**config.mk**
```make
export PLATFORM = sky130hd
export DESIGN_NAME = sram_ctrl
export DESIGN_NICKNAME = d
export VERILOG_FILES = /design/src/rtl/sram_ctrl_pkg.sv /design/src/rtl/sram_ctrl_timer.sv /design/src/rtl/sram_ctrl_lanes.sv /design/src/rtl/sram_ctrl.sv
export SDC_FILE = /design/constraint.sdc
export NUM_CORES = 1
export LEC_CHECK = 0
export BUFFER_PORTS_ARGS = -buffer_cell sky130_fd_sc_hd__buf_2
export CAP_MARGIN = 20
export CORE_MARGIN = 2
export CORE_UTILIZATION = 47
export DETAILED_ROUTE_END_ITERATION = 8
export GPL_ROUTABILITY_DRIVEN = 1
export PLACE_DENSITY_LB_ADDON = 0.1
export SLEW_MARGIN = 20
export SYNTH_ARGS = -nofsm -noshare
export SYNTH_HDL_FRONTEND = slang
export SYNTH_SLANG_ARGS = --single-unit
```
**constraint.sdc**
```tcl
create_clock -name clk_i -period 1.7 [get_ports clk_i]
set_input_delay 0 -clock clk_i [delete_from_list [all_inputs] [get_ports clk_i]]
set_output_delay 0 -clock clk_i [all_outputs]
set_load 0.05 [all_outputs]
```
**src/rtl/sram_ctrl_pkg.sv**
```systemverilog
package sram_ctrl_pkg;
  typedef enum logic [2:0] {
    ST_IDLE,
    ST_RD_WAIT,
    ST_WR_SETUP,
    ST_WR_PULSE,
    ST_TURN
  } sram_st_e;
endpackage

```
**src/rtl/sram_ctrl_timer.sv**
```systemverilog
module sram_ctrl_timer #(
  parameter int CNT_W = 4
) (
  input  logic             clk_i,
  input  logic             rst_ni,
  input  logic             load_i,
  input  logic [CNT_W-1:0] load_val_i,
  output logic             zero_o
);
  logic [CNT_W-1:0] cnt_q;

  always_ff @(posedge clk_i or negedge rst_ni) begin
    if (!rst_ni)             cnt_q <= '0;
    else if (load_i)         cnt_q <= load_val_i;
    else if (cnt_q != '0)    cnt_q <= cnt_q - 1'b1;
  end

  assign zero_o = (cnt_q == '0);
endmodule

```
**src/rtl/sram_ctrl_lanes.sv**
```systemverilog
module sram_ctrl_lanes #(
  parameter int LANES = 2
) (
  input  logic             clk_i,
  input  logic             rst_ni,
  input  logic             active_i,
  input  logic [LANES-1:0] mask_i,
  output logic [LANES-1:0] lane_no
);
  for (genvar g = 0; g < LANES; g++) begin : g_lane
    always_ff @(posedge clk_i or negedge rst_ni) begin
      if (!rst_ni) lane_no[g] <= 1'b1;
      else         lane_no[g] <= ~(active_i & mask_i[g]);
    end
  end
endmodule

```
**src/rtl/sram_ctrl.sv**
```systemverilog
module sram_ctrl
  import sram_ctrl_pkg::*;
#(
  parameter int ADDR_W       = 18,
  parameter int DATA_W       = 16,
  parameter int WR_PULSE_CYC = 2,
  parameter int RD_ACC_CYC   = 2,
  parameter int TURN_CYC     = 1
) (
  input  logic                clk_i,
  input  logic                rst_ni,
  input  logic                req_valid_i,
  output logic                req_ready_o,
  input  logic                req_write_i,
  input  logic [ADDR_W-1:0]   req_addr_i,
  input  logic [DATA_W-1:0]   req_wdata_i,
  input  logic [DATA_W/8-1:0] req_be_i,
  output logic                rsp_valid_o,
  output logic [DATA_W-1:0]   rsp_rdata_o,
  output logic [ADDR_W-1:0]   mem_addr_o,
  output logic                mem_ce_no,
  output logic                mem_we_no,
  output logic                mem_oe_no,
  output logic                mem_ub_no,
  output logic                mem_lb_no,
  output logic [DATA_W-1:0]   mem_dq_o,
  output logic                mem_dq_oe_o,
  input  logic [DATA_W-1:0]   mem_dq_i
);
  localparam int LANES   = DATA_W / 8;
  localparam int MAX_A   = (WR_PULSE_CYC > RD_ACC_CYC) ? WR_PULSE_CYC : RD_ACC_CYC;
  localparam int CNT_MAX = (MAX_A > TURN_CYC) ? MAX_A : TURN_CYC;
  localparam int CNT_W   = $clog2(CNT_MAX + 1);

  sram_st_e         st_q, st_d;
  logic             accept, t_load, t_zero, active_d, rd_last;
  logic [CNT_W-1:0] t_val;
  logic [LANES-1:0] mask_q, mask_d, lane_n;

  assign req_ready_o = (st_q == ST_IDLE);
  assign accept      = req_valid_i & req_ready_o;
  assign rd_last     = (st_q == ST_RD_WAIT) & t_zero;
  assign mask_d      = accept ? req_be_i : mask_q;

  always_comb begin
    st_d   = st_q;
    t_load = 1'b0;
    t_val  = '0;
    unique case (st_q)
      ST_IDLE: if (req_valid_i) begin
        t_load = 1'b1;
        if (req_write_i) begin
          st_d  = ST_WR_SETUP;
          t_val = CNT_W'(WR_PULSE_CYC);   // setup cycle consumes one count
        end else begin
          st_d  = ST_RD_WAIT;
          t_val = CNT_W'(RD_ACC_CYC - 1);
        end
      end
      ST_RD_WAIT, ST_WR_PULSE: if (t_zero) begin
        st_d   = ST_TURN;
        t_load = 1'b1;
        t_val  = CNT_W'(TURN_CYC - 1);
      end
      ST_WR_SETUP: st_d = ST_WR_PULSE;
      ST_TURN:     if (t_zero) st_d = ST_IDLE;
      default:     st_d = ST_IDLE;
    endcase
  end

  assign active_d = (st_d == ST_RD_WAIT) | (st_d == ST_WR_SETUP) | (st_d == ST_WR_PULSE);

  sram_ctrl_timer #(.CNT_W(CNT_W)) i_timer (
    .clk_i      (clk_i),
    .rst_ni     (rst_ni),
    .load_i     (t_load),
    .load_val_i (t_val),
    .zero_o     (t_zero)
  );

  sram_ctrl_lanes #(.LANES(LANES)) i_lanes (
    .clk_i    (clk_i),
    .rst_ni   (rst_ni),
    .active_i (active_d),
    .mask_i   (mask_d),
    .lane_no  (lane_n)
  );

  assign mem_lb_no = lane_n[0];
  assign mem_ub_no = lane_n[LANES-1];

  always_ff @(posedge clk_i or negedge rst_ni) begin
    if (!rst_ni) begin
      st_q        <= ST_IDLE;
      mask_q      <= '0;
      mem_addr_o  <= '0;
      mem_dq_o    <= '0;
      mem_ce_no   <= 1'b1;
      mem_we_no   <= 1'b1;
      mem_oe_no   <= 1'b1;
      mem_dq_oe_o <= 1'b0;
      rsp_valid_o <= 1'b0;
      rsp_rdata_o <= '0;
    end else begin
      st_q        <= st_d;
      mask_q      <= mask_d;
      mem_ce_no   <= ~active_d;
      mem_oe_no   <= ~(st_d == ST_RD_WAIT);
      mem_we_no   <= ~(st_d == ST_WR_PULSE);
      mem_dq_oe_o <= (st_d == ST_WR_SETUP) | (st_d == ST_WR_PULSE);
      rsp_valid_o <= rd_last;
      if (accept) begin
        mem_addr_o <= req_addr_i;
        if (req_write_i) mem_dq_o <= req_wdata_i;
      end
      if (rd_last) rsp_rdata_o <= mem_dq_i;
    end
  end
endmodule

```
==> summary.txt <==
Outcome
  – Status: finished, final reports clean

Worst setup path
  – Critical path depth: 3
  – CP Capture Type: register
  – Top delay family on crit path: simple AND/OR/NAND/NOR gates
  – Bufs and invs on worst path: 0
  – R2r startpoint: st_q[2]
  – Worst Setup Start Kind: register
  – CP required: 1.91 ns
  – Slowest CP cell: dfrtp_1
  – Max incr delay on CP: 0.48 ns
  – CP arrival: 1.80 ns
  – Reg2reg path depth: 3
  – Worst-path cell chain: nor3_4, and3_4, mux2_2
  – Crit-path max FO: 18
  – Reg-to-reg slack, setup: 0.11 ns
  – Crit Path Class: reg -> reg
  – R2R Path End: mem_dq_o[11]

Detailed routing
  – # DRC: 0
  – 1st-pass router iterations: 4
  – Avg WL per Cell: 14.0 µm
  – Met2 wire length: 2810 µm
  – Routed Antenna Nets: 0
  – M1 WL: 2480 µm
  – 1st-iter DRT viols: 48
  – Number of vias per cell: 4.61
  – Max layer used: met4
  – Via count: 1,895
  – Final wirelength: 5750 µm
  – Detail Route met3 WL: 341 µm

Place
  – GP Congestion: 0.691
  – Worst slack, placed: 0.113 ns
  – DP HPWL: 3490 µm
  – PortBufs: 113

Logic synthesis
  – Yosys warnings: 0
  – Post-synthesis adder-cell area fraction: 0.484%
  – Synth top area share: 57.2%
  – Synth Area in Compound Gates: 3.59%
  – Main synth FF type: dfrtp_1
  – Post-synthesis cell count: 157
  – Synth area leader: dfrtp_1
  – Mux contribution to synthesized area: 24.0%
  – Post-Synth Simple-Gate Area: 4.94%
  – Syn_area_per_cell: 16.4 µm²
  – Syn nets: 214
  – Yosys reg bits: 64
  – Cell area after synthesis: 0.00258 mm²
  – Async SR Flop Fraction: 100%
  – Sequential area share after synthesis: 62.3%
  – Xor and xnor area share after synthesis: 0%
  – Unique masters post-synth: 28
  – Largest family of logic cells by synthesized area: multiplexers
  – Post-synth EDFFs: 0
  – Top post-synthesis cells by area: dfrtp_1 57%, mux2_2 15%, mux2_4 5.2%

GRT
  – GR Overflow Total: 0
  – GRT Resource Usage Total: 20.2%
  – First-pass GRT wire length: 9560 µm
  – Initial antenna violation count: 0
  – Vias in the first global route: 2,047
  – Largest net degree at the start of global routing: 28

Job
  – Max-cap viol count: 0

Floorplanning
  – DIE WIDTH: 78.1 µm
  – Die height: 78.1 µm
  – CORE AREA: 0.00520 mm²
  – Row Count: 26
  – Die area: 0.00610 mm²
  – I/O pin total: 114
  – Initial core utilization: 49.6%

Layout
  – Area Growth Syn to Fin: 54.6%
  – Share of cells above drive strength 1: 57.2%
  – Most frequent cells in the layout: 113 x buf_2, 59 x dfrtp_1, 53 x dlygate4sd3_1
  – Nets@finish: 393
  – Most common cell after layout, fill and taps aside: buf_2
  – N_diodes: 0

Timing
  – RSZ-0062 raised after global routing: false
  – Tmin final: 1.59 ns
  – Final hold violation count: 0
  – Max Slew Vio Count: 0
  – Endpoints failing setup: 0
  – Clock skew: 0.00826 ns
  – Worst-Margin Slew: 0.437 ns
  – Period utilization: 93.3%
  – Fmax: 630 MHz
  – Fin Hold WS: 0.0220 ns
  – Final setup margin: 0.114 ns
  – Rel. slew slack: 70.8%
  – Post-route setup TNS: 0 ns

Clock network
  – TritonCTS clock tree: done
  – Root Driver: clkbuf_8
  – Cts hold-fix bufs: 53
  – CTS Sinks: 64
  – Total CTS buffers: 9
  – Maximum clock path buffer count: 2
  – Clock transition at path regs: 0.07 ns
  – Post-CTS Setup Repair Bufs: 0
  – Clk_lat worst skew: 0.32 ns
  – Resized cells post-CTS: 0
  – Deepest level of the CTS H-tree: 3

Min path
  – Hold Crit Depth: 3
  – WHS Endpoint: st_q[0]
  – Min-delay src: req_write_i
  – HP Class: in -> reg
[registers in the layout (all words and copies together), names as in the netlist]
name / flops
st_q: 3
rsp_rdata_o: 16
mem_ce_no: 1
mem_oe_no: 1
mem_we_no: 1
mem_addr_o: 18
mem_dq_oe_o: 1
i_lanes.lane_no: 2
i_timer.cnt_q: 2
mask_q: 2
rsp_valid_o: 1
mem_dq_o: 16
[worst register-to-register path, stage by stage (launching register included)]
cell and delay, ns:
dfrtp_1 0.48, nor3_4 0.22, and3_4 0.40, mux2_2 0.38
[synthesized netlist by cell type, types with 2 or more instances]
cell type and n:
dfstp_2 5, nor2_1 4, a211oi_1 2, nand2_2 2, buf_12 2, mux2_1 9, inv_1 5, dfrtp_1 59
a2bb2oi_1 2, nor3_4 2, mux2_4 9, buf_6 5, nand2_1 3, mux2_2 34
[logic make-up (layout without fill, tap and decap cells)]
kind of cell / after synthesis / in the layout
adders and majority gates: 1 / 1
muxes: 52 / 52
DFF: 64 / 64
buffers and inverters: 13 / 197
and+or+nand+nor: 16 / 16
AOI/OAI and AO/OA: 11 / 11
[final cells by class]
type | count | area, µm²
tap | 70 | 87.6
inverter | 5 | 18.8
clock inverter | 2 | 35.0
clock buffer | 14 | 183
sequential | 64 | 1610
fill | 355 | 1210
timing repair buffer | 176 | 1210
multi-input combinational | 80 | 852
[worst max path at each step]
stage,to,startpoint
after floorplan,mem_dq_o[0],st_q[1]
after global placement,mem_dq_o[8],st_q[2]
after detailed placement,mem_dq_o[11],st_q[2]
after CTS,mem_dq_o[12],st_q[2]
after global routing,mem_oe_no,i_timer.cnt_q[0]
final,mem_dq_o[11],st_q[2]
[stage by stage]
step	instance area (µm²)	std cells	util, %
after global routing	3990	411	76.7
after floorplan	2580	157	-
after detailed placement	3240	342	62.3
after CTS	3990	411	76.7
final	3990	411	76.7
after global placement	3240	342	62.3
[per-layer routing]
layer | GRT usage [%] | up-vias
li1 | - | 905
met1 | 24.7 | 906
met2 | 33.2 | 74
met3 | 5.52 | 10
met4 | 9.65 | 0
met5 | 0 | -
Power is not shown: default switching activity piles up to over one toggle a cycle in this logic, so the estimate is an artifact.
